## src/rtl/lpm_stage_pkg.sv

```systemverilog
package lpm_stage_pkg;

    localparam int ADDR_W = 32;
    localparam int LEN_W  = 6;
    localparam int TTL_W  = 8;

    // Mask that keeps the top 'len' bits of an address; lengths past ADDR_W saturate.
    function automatic logic [ADDR_W-1:0] prefix_mask(input logic [LEN_W-1:0] len);
        logic [ADDR_W-1:0] m;
        if (int'(len) >= ADDR_W) begin
            m = '1;
        end else begin
            m = ~({ADDR_W{1'b1}} >> len);
        end
        return m;
    endfunction

    function automatic logic [LEN_W-1:0] clamp_len(input logic [LEN_W-1:0] len);
        logic [LEN_W-1:0] r;
        if (int'(len) > ADDR_W) begin
            r = LEN_W'(ADDR_W);
        end else begin
            r = len;
        end
        return r;
    endfunction

endpackage

```

## src/rtl/lpm_table.sv

```systemverilog
module lpm_table
    import lpm_stage_pkg::*;
#(
    parameter int N_ENTRIES = 8,
    parameter int PORT_W    = 4,
    localparam int IDX_W    = (N_ENTRIES > 1) ? $clog2(N_ENTRIES) : 1
) (
    input  logic                               clk,
    input  logic                               rst_n,
    input  logic                               wr,
    input  logic                               wr_to_default,
    input  logic [IDX_W-1:0]                   wr_index,
    input  logic                               wr_enable,
    input  logic [ADDR_W-1:0]                  wr_prefix,
    input  logic [LEN_W-1:0]                   wr_len,
    input  logic                               wr_drop,
    input  logic [ADDR_W-1:0]                  wr_nhop,
    input  logic [PORT_W-1:0]                  wr_port,
    output logic [N_ENTRIES-1:0]               ent_en,
    output logic [N_ENTRIES-1:0][ADDR_W-1:0]   ent_prefix,
    output logic [N_ENTRIES-1:0][LEN_W-1:0]    ent_len,
    output logic [N_ENTRIES-1:0]               ent_drop,
    output logic [N_ENTRIES-1:0][ADDR_W-1:0]   ent_nhop,
    output logic [N_ENTRIES-1:0][PORT_W-1:0]   ent_port,
    output logic                               dflt_drop,
    output logic [ADDR_W-1:0]                  dflt_nhop,
    output logic [PORT_W-1:0]                  dflt_port
);

    typedef struct packed {
        logic               en;
        logic [ADDR_W-1:0]  prefix;
        logic [LEN_W-1:0]   len;
        logic               drop;
        logic [ADDR_W-1:0]  nhop;
        logic [PORT_W-1:0]  port;
    } slot_t;

    typedef struct packed {
        slot_t [N_ENTRIES-1:0] slot;
        logic                  dflt_drop;
        logic [ADDR_W-1:0]     dflt_nhop;
        logic [PORT_W-1:0]     dflt_port;
    } tbl_t;

    tbl_t tbl_d, tbl_q;

    always_comb begin
        logic [LEN_W-1:0] len_c;
        tbl_d = tbl_q;
        len_c = clamp_len(wr_len);
        if (wr) begin
            if (wr_to_default) begin
                tbl_d.dflt_drop = wr_drop;
                tbl_d.dflt_nhop = wr_nhop;
                tbl_d.dflt_port = wr_port;
            end else if (int'(wr_index) < N_ENTRIES) begin
                tbl_d.slot[wr_index].en     = wr_enable;
                tbl_d.slot[wr_index].prefix = wr_prefix & prefix_mask(len_c);
                tbl_d.slot[wr_index].len    = len_c;
                tbl_d.slot[wr_index].drop   = wr_drop;
                tbl_d.slot[wr_index].nhop   = wr_nhop;
                tbl_d.slot[wr_index].port   = wr_port;
            end
        end
    end

    always_ff @(posedge clk) begin
        if (!rst_n) begin
            tbl_q           <= '0;
            tbl_q.dflt_drop <= 1'b1;
        end else begin
            tbl_q <= tbl_d;
        end
    end

    for (genvar g = 0; g < N_ENTRIES; g++) begin : g_out
        assign ent_en[g]     = tbl_q.slot[g].en;
        assign ent_prefix[g] = tbl_q.slot[g].prefix;
        assign ent_len[g]    = tbl_q.slot[g].len;
        assign ent_drop[g]   = tbl_q.slot[g].drop;
        assign ent_nhop[g]   = tbl_q.slot[g].nhop;
        assign ent_port[g]   = tbl_q.slot[g].port;
    end

    assign dflt_drop = tbl_q.dflt_drop;
    assign dflt_nhop = tbl_q.dflt_nhop;
    assign dflt_port = tbl_q.dflt_port;

endmodule

```

## src/rtl/lpm_match.sv

```systemverilog
module lpm_match
    import lpm_stage_pkg::*;
#(
    parameter int N_ENTRIES = 8,
    localparam int IDX_W    = (N_ENTRIES > 1) ? $clog2(N_ENTRIES) : 1
) (
    input  logic [ADDR_W-1:0]                 key,
    input  logic [N_ENTRIES-1:0]              ent_en,
    input  logic [N_ENTRIES-1:0][ADDR_W-1:0]  ent_prefix,
    input  logic [N_ENTRIES-1:0][LEN_W-1:0]   ent_len,
    output logic                              hit,
    output logic [IDX_W-1:0]                  win_idx
);

    logic [N_ENTRIES-1:0] cand;

    for (genvar g = 0; g < N_ENTRIES; g++) begin : g_cmp
        assign cand[g] = ent_en[g] &&
                         ((key & prefix_mask(ent_len[g])) == ent_prefix[g]);
    end

    // Strict greater-than keeps the lowest index on equal lengths.
    always_comb begin
        logic [LEN_W-1:0] best_len;
        hit      = 1'b0;
        win_idx  = '0;
        best_len = '0;
        for (int i = 0; i < N_ENTRIES; i++) begin
            if (cand[i] && (!hit || ent_len[i] > best_len)) begin
                hit      = 1'b1;
                win_idx  = IDX_W'(i);
                best_len = ent_len[i];
            end
        end
    end

endmodule

```

## src/rtl/lpm_action.sv

```systemverilog
module lpm_action
    import lpm_stage_pkg::*;
#(
    parameter int PORT_W = 4
) (
    input  logic               clk,
    input  logic               rst_n,
    input  logic               s_valid,
    input  logic               s_bypass,
    input  logic               s_hit,
    input  logic               s_drop,
    input  logic [ADDR_W-1:0]  s_nhop,
    input  logic [PORT_W-1:0]  s_port,
    input  logic [TTL_W-1:0]   s_ttl,
    output logic               out_valid,
    output logic               out_bypass,
    output logic               out_drop,
    output logic               out_hit,
    output logic [ADDR_W-1:0]  out_nhop,
    output logic [PORT_W-1:0]  out_port,
    output logic [TTL_W-1:0]   out_ttl
);

    typedef struct packed {
        logic               valid;
        logic               bypass;
        logic               drop;
        logic               hit;
        logic [ADDR_W-1:0]  nhop;
        logic [PORT_W-1:0]  port;
        logic [TTL_W-1:0]   ttl;
    } res_t;

    res_t res_d, res_q;

    always_comb begin
        logic expired;
        res_d   = '0;
        expired = (s_ttl <= TTL_W'(1));
        if (s_valid) begin
            res_d.valid = 1'b1;
            if (s_bypass) begin
                res_d.bypass = 1'b1;
                res_d.ttl    = s_ttl;
            end else begin
                res_d.hit = s_hit;
                if (s_drop || expired) begin
                    res_d.drop = 1'b1;
                    res_d.ttl  = s_ttl;
                end else begin
                    res_d.nhop = s_nhop;
                    res_d.port = s_port;
                    res_d.ttl  = s_ttl - TTL_W'(1);
                end
            end
        end
    end

    always_ff @(posedge clk) begin
        if (!rst_n) begin
            res_q <= '0;
        end else begin
            res_q <= res_d;
        end
    end

    assign out_valid  = res_q.valid;
    assign out_bypass = res_q.bypass;
    assign out_drop   = res_q.drop;
    assign out_hit    = res_q.hit;
    assign out_nhop   = res_q.nhop;
    assign out_port   = res_q.port;
    assign out_ttl    = res_q.ttl;

endmodule

```

## src/rtl/ipv4_lpm_stage.sv

```systemverilog
module ipv4_lpm_stage
    import lpm_stage_pkg::*;
#(
    parameter int N_ENTRIES = 8,
    parameter int PORT_W    = 4,
    localparam int IDX_W    = (N_ENTRIES > 1) ? $clog2(N_ENTRIES) : 1
) (
    input  logic               clk,
    input  logic               rst_n,
    input  logic               in_valid,
    input  logic               in_ipv4_ok,
    input  logic [31:0]        in_dst,
    input  logic [7:0]         in_ttl,
    input  logic               cfg_wr,
    input  logic               cfg_to_default,
    input  logic [IDX_W-1:0]   cfg_index,
    input  logic               cfg_enable,
    input  logic [31:0]        cfg_prefix,
    input  logic [5:0]         cfg_len,
    input  logic               cfg_drop,
    input  logic [31:0]        cfg_nhop,
    input  logic [PORT_W-1:0]  cfg_port,
    output logic               out_valid,
    output logic               out_bypass,
    output logic               out_drop,
    output logic               out_hit,
    output logic [31:0]        out_nhop,
    output logic [PORT_W-1:0]  out_port,
    output logic [7:0]         out_ttl
);

    logic [N_ENTRIES-1:0]              ent_en;
    logic [N_ENTRIES-1:0][ADDR_W-1:0]  ent_prefix;
    logic [N_ENTRIES-1:0][LEN_W-1:0]   ent_len;
    logic [N_ENTRIES-1:0]              ent_drop;
    logic [N_ENTRIES-1:0][ADDR_W-1:0]  ent_nhop;
    logic [N_ENTRIES-1:0][PORT_W-1:0]  ent_port;
    logic                              dflt_drop;
    logic [ADDR_W-1:0]                 dflt_nhop;
    logic [PORT_W-1:0]                 dflt_port;
    logic                              m_hit;
    logic [IDX_W-1:0]                  m_idx;

    lpm_table #(.N_ENTRIES(N_ENTRIES), .PORT_W(PORT_W)) u_table (
        .clk           (clk),
        .rst_n         (rst_n),
        .wr            (cfg_wr),
        .wr_to_default (cfg_to_default),
        .wr_index      (cfg_index),
        .wr_enable     (cfg_enable),
        .wr_prefix     (cfg_prefix),
        .wr_len        (cfg_len),
        .wr_drop       (cfg_drop),
        .wr_nhop       (cfg_nhop),
        .wr_port       (cfg_port),
        .ent_en        (ent_en),
        .ent_prefix    (ent_prefix),
        .ent_len       (ent_len),
        .ent_drop      (ent_drop),
        .ent_nhop      (ent_nhop),
        .ent_port      (ent_port),
        .dflt_drop     (dflt_drop),
        .dflt_nhop     (dflt_nhop),
        .dflt_port     (dflt_port)
    );

    lpm_match #(.N_ENTRIES(N_ENTRIES)) u_match (
        .key        (in_dst),
        .ent_en     (ent_en),
        .ent_prefix (ent_prefix),
        .ent_len    (ent_len),
        .hit        (m_hit),
        .win_idx    (m_idx)
    );

    // Stage 1: capture the winning action so later writes cannot reach an in-flight packet.
    typedef struct packed {
        logic               valid;
        logic               bypass;
        logic               hit;
        logic               drop;
        logic [ADDR_W-1:0]  nhop;
        logic [PORT_W-1:0]  port;
        logic [TTL_W-1:0]   ttl;
    } sel_t;

    sel_t sel_d, sel_q;

    always_comb begin
        sel_d = '0;
        if (in_valid) begin
            sel_d.valid = 1'b1;
            sel_d.ttl   = in_ttl;
            if (!in_ipv4_ok) begin
                sel_d.bypass = 1'b1;
            end else if (m_hit) begin
                sel_d.hit  = 1'b1;
                sel_d.drop = ent_drop[m_idx];
                sel_d.nhop = ent_nhop[m_idx];
                sel_d.port = ent_port[m_idx];
            end else begin
                sel_d.drop = dflt_drop;
                sel_d.nhop = dflt_nhop;
                sel_d.port = dflt_port;
            end
        end
    end

    always_ff @(posedge clk) begin
        if (!rst_n) begin
            sel_q <= '0;
        end else begin
            sel_q <= sel_d;
        end
    end

    lpm_action #(.PORT_W(PORT_W)) u_action (
        .clk        (clk),
        .rst_n      (rst_n),
        .s_valid    (sel_q.valid),
        .s_bypass   (sel_q.bypass),
        .s_hit      (sel_q.hit),
        .s_drop     (sel_q.drop),
        .s_nhop     (sel_q.nhop),
        .s_port     (sel_q.port),
        .s_ttl      (sel_q.ttl),
        .out_valid  (out_valid),
        .out_bypass (out_bypass),
        .out_drop   (out_drop),
        .out_hit    (out_hit),
        .out_nhop   (out_nhop),
        .out_port   (out_port),
        .out_ttl    (out_ttl)
    );

endmodule

```

## config.mk

```make
export PLATFORM = sky130hd
export DESIGN_NAME = ipv4_lpm_stage
export DESIGN_NICKNAME = d
export VERILOG_FILES = /design/src/rtl/lpm_stage_pkg.sv /design/src/rtl/lpm_table.sv /design/src/rtl/lpm_match.sv /design/src/rtl/lpm_action.sv /design/src/rtl/ipv4_lpm_stage.sv
export SDC_FILE = /design/constraint.sdc
export NUM_CORES = 2
export LEC_CHECK = 0
export BUFFER_PORTS_ARGS = -buffer_cell sky130_fd_sc_hd__buf_2
export CORE_ASPECT_RATIO = 1.5
export CORE_MARGIN = 4
export CORE_UTILIZATION = 55
export CTS_BUF_LIST = sky130_fd_sc_hd__clkbuf_4
export DETAILED_ROUTE_END_ITERATION = 8
export HOLD_SLACK_MARGIN = 0.02
export MAX_ROUTING_LAYER = met4
export PLACE_DENSITY = 0.8
export SETUP_SLACK_MARGIN = 0.4
export SLEW_MARGIN = 20
export SYNTH_ARGS = -nofsm -noshare
export SYNTH_HDL_FRONTEND = slang
export SYNTH_HIERARCHICAL = 1
export SYNTH_SLANG_ARGS = --single-unit
```

## constraint.sdc

```tcl
create_clock -name clk -period 28.5 [get_ports clk]
set_clock_uncertainty 0.1 [all_clocks]
set_input_delay 8.55 -clock clk [delete_from_list [all_inputs] [get_ports clk]]
set_output_delay 8.55 -clock clk [all_outputs]
set_load 0.005 [all_outputs]
```

==> metrics.csv <==
stage,metric,value,unit
final_layout,Final Non-Filler Cells,5705,
status,status,completed,
power,Power Dens Cells,51.7,nW/um^2
power,logic gate share of total power,0.093,
synth,Post-Syn Nets,4813,
cts,clk buf depth,3,
worst_setup_path,Reg2Reg Setup Slack,10300,ps
synth,Post-Syn Instances,4644,
worst_setup_path,CP arrival,25930,ps
synth,area of the mapped netlist,37900,um^2
global_route,pin count of the biggest net entering global routing,248,
sta,Setup Total Neg Slack,0,ps
cts,post-CTS setup buffers,0,
worst_setup_path,Worst setup EP type,flop,
power,switching power share of the total,0.277,
sta,unrepaired setup endpoints after global routing,no,
cts,CTS buffer count,175,
cts,Root Driver,clkbuf_4,
route,DR iter-0 viols,4588,
final_layout,Post-Route Utilization,0.605,
cts,TritonCTS clock tree,built,
floorplan,Die ar.,73200,um^2
worst_setup_path,highest net fanout along the worst path,25,
synth,Synth Flop Type,dfxtp_1,
global_route,number of global-route vias before repair,35200,
worst_setup_path,crit path from,in_dst[11],
final_layout,post-route cell area,41200,um^2
cts,clk_lat worst skew,1070,ps
worst_setup_path,RR Startpoint,u_table/ent_len[2]$_SDFFE_PN0P_,
route,Vias per Instance,6.45,
global_route,first-pass GRT wire length,222,mm
floorplan,Chip Width,222,um
global_route,Congestion Overflow GR,0,
sta,Max Slew Vio Count,0,
final_layout,"most common cell after layout, fill and taps aside",nand2_1,
synth,syn avg cell area,8.16,um^2
power,internal power,1.54,mW
worst_hold_path,worst min-delay path class,flop to flop,
flow_run,max-capacitance violation count,0,
power,maximum vdd ir drop,38.3,uV
route,DRT Pass-1 Iters,8,
synth,sequential element share of the synthesized area,0.392,
sta,relative slew slack,0.148,
final_layout,Layout area overhead,8.74,%
sta,final worst path period need,25110,ps
route,via count,36800,
power,Reg power frac,0.498,
cts,# hold bufs at CTS,0,
worst_setup_path,startpoint types,primary input,
route,total routed wirelength,154,mm
place,Placed Area,38900,um^2
worst_setup_path,CP max stage cell,nor2b_1,
synth,Async SR Flop Fraction,0,
floorplan,# IOs,173,
worst_setup_path,critical path's largest stage delay,780,ps
global_route,initial antenna violation count,12,
final_layout,ratio of cells with drive above 1 in the final layout,0.140,
floorplan,Initial Util,0.556,
worst_hold_path,HP Start,u_table/ent_nhop[15]$_SDFFE_PN0P_,
global_route,total track usage,0.412,
floorplan,# rows,117,
floorplan,Placeable Area,68100,um^2
synth,ranking of synthesized cells by area,"dfxtp_1 39%, nand2_1 11%, a21boi_0 8.7%",
route,Detail Route Antenna Nets,0,
place,DP Cell Count,5381,
worst_setup_path,CP required,29320,ps
route,Residual DRC,0,
final_layout,filler cell count in the final layout,6239,
floorplan,Die Height,329,um
sta,final setup fails,0,
synth,share of the synthesized area in the top cell type,0.392,
cts,H-tree depth,4,
place,Routability Congestion,1.09,
sta,"Hold Violations, Final",0,
sta,Final Hold Slack,355,ps
power,clock share of power,0.409,
worst_setup_path,WS Path Type,primary input to flop,
power,switching power,0.590,mW
place,DP Wirelength,101,mm
cts,post_cts resized,0,
sta,fmax,39.8,MHz
sta,Worst Tran Pin Value,1270,ps
synth,number of synthesized flops with an enable pin,0,
synth,Yosys reg bits,741,
synth,Ys Warns,6,
worst_setup_path,cell mode on critical path,o21a_1,
power,Static Leak,14.6,nW
synth,Yosys cell types,109,
synth,cell taking the most area after synthesis,dfxtp_1,
route,Routed wire per std cell,26.9,um
cts,Worst-path clk slew,70,ps
final_layout,"commonest cells after routing, fill and taps aside","1,121 x nand2_1, 741 x dfxtp_1, 440 x a21boi_0",
final_layout,nets@finish,4836,
sta,final period utilization,0.881,
place,IO Port Bufs,172,
cts,CTS Sinks,741,
==> routing by layer <==
metal  vias up  global-route usage  wire (um)
met3       691              0.0957      15300
li1      16400                   -          -
met4         0               0.332      14900
met2      2342               0.647      70400
met1     17300               0.447      53000
met5         -                   -          0
==> power by group through the flow <==
stage                     logic [mW]  registers, mW  clock network (mW)
final                          0.199           1.06               0.870
after floorplan                0.111           1.08                   0
after global placement         0.187           1.08                   0
after detailed placement       0.189           1.08                   0
after global routing           0.204           1.06               0.934
after CTS                      0.189           1.06               0.885
==> cell usage after synthesis (44+ instances only) <==
cell type  instances
xnor2_1           79
inv_1             66
a22oi_1           47
nand2_1         1128
o31ai_1           97
ha_1              44
dfxtp_1          741
mux2i_1           77
buf_2             53
a21boi_1          60
a21oi_1          105
o21ai_0          227
xor2_1            82
nor2b_1           47
clkbuf_1         291
and3_1            68
nor3_1            44
nor2_1           109
nand3_1          181
a21boi_0         440
==> worst paths after layout <==
check	cells past startpoint	to
hold reg to reg	2	u_table/ent_nhop[15]$_SDFFE_PN0P_
setup / recovery	83	sel_q[23]$_SDFF_PN0_
setup reg to reg	83	sel_q[23]$_SDFF_PN0_
hold / removal	2	u_table/ent_nhop[15]$_SDFFE_PN0P_
==> registers in the layout, summed over array words and instances (netlist names), 4 cells and up <==
signal,cells
sel_q,48
u_action/out_nhop,32
u_action/out_port,4
u_action/out_ttl,8
u_table/dflt_nhop,32
u_table/dflt_port,4
u_table/ent_drop,8
u_table/ent_en,8
u_table/ent_len,48
u_table/ent_nhop,256
u_table/ent_port,32
u_table/ent_prefix,256
==> cells by family (layout without fill, tap and decap cells) <==
kind of cell | Yosys count | after routing | synth area share
flip-flops | 741 | 741 | 0.392
buffers and inverters | 470 | 626 | 0.0537
other | 0 | 13 | 0
AND/OR/NAND/NOR | 1835 | 1835 | 0.220
multiplexers | 114 | 114 | 0.0423
XOR/XNOR | 161 | 161 | 0.0372
AO/OA/AOI/OAI | 1279 | 1279 | 0.240
adder cells (fa/ha/maj) | 44 | 44 | 0.0145
==> through the flow <==
stage                     power [mW]  setup WS (ps)
after floorplan                 1.19           5990
final                           2.13           3390
after CTS                       2.13           3860
after global placement          1.27           3120
after global routing            2.20           2330
after detailed placement        1.27           2770
==> area by class of cell <==
| class | count | area, um^2 | share of cell area |
|---|---|---|---|
| antenna | 13 | 32.5 | 0.000790 |
| clock buffer | 258 | 1940 | 0.0470 |
| clock inverter | 52 | 277 | 0.00671 |
| inverter | 71 | 267 | 0.00647 |
| multi-input combinational | 3433 | 21300 | 0.516 |
| sequential | 741 | 14800 | 0.360 |
| tap | 892 | 1120 | 0.0271 |
| timing repair buffer | 245 | 1470 | 0.0357 |
==> critical path: cells and delay by family <==
kind | cells | cell delay (ps)
buffers and inverters | 6 | 1390
AND/OR/NAND/NOR | 22 | 4650
adder cells (fa/ha/maj) | 7 | 1860
AO/OA/AOI/OAI | 48 | 9420
Note: power is estimated with default switching activity, not from simulation.
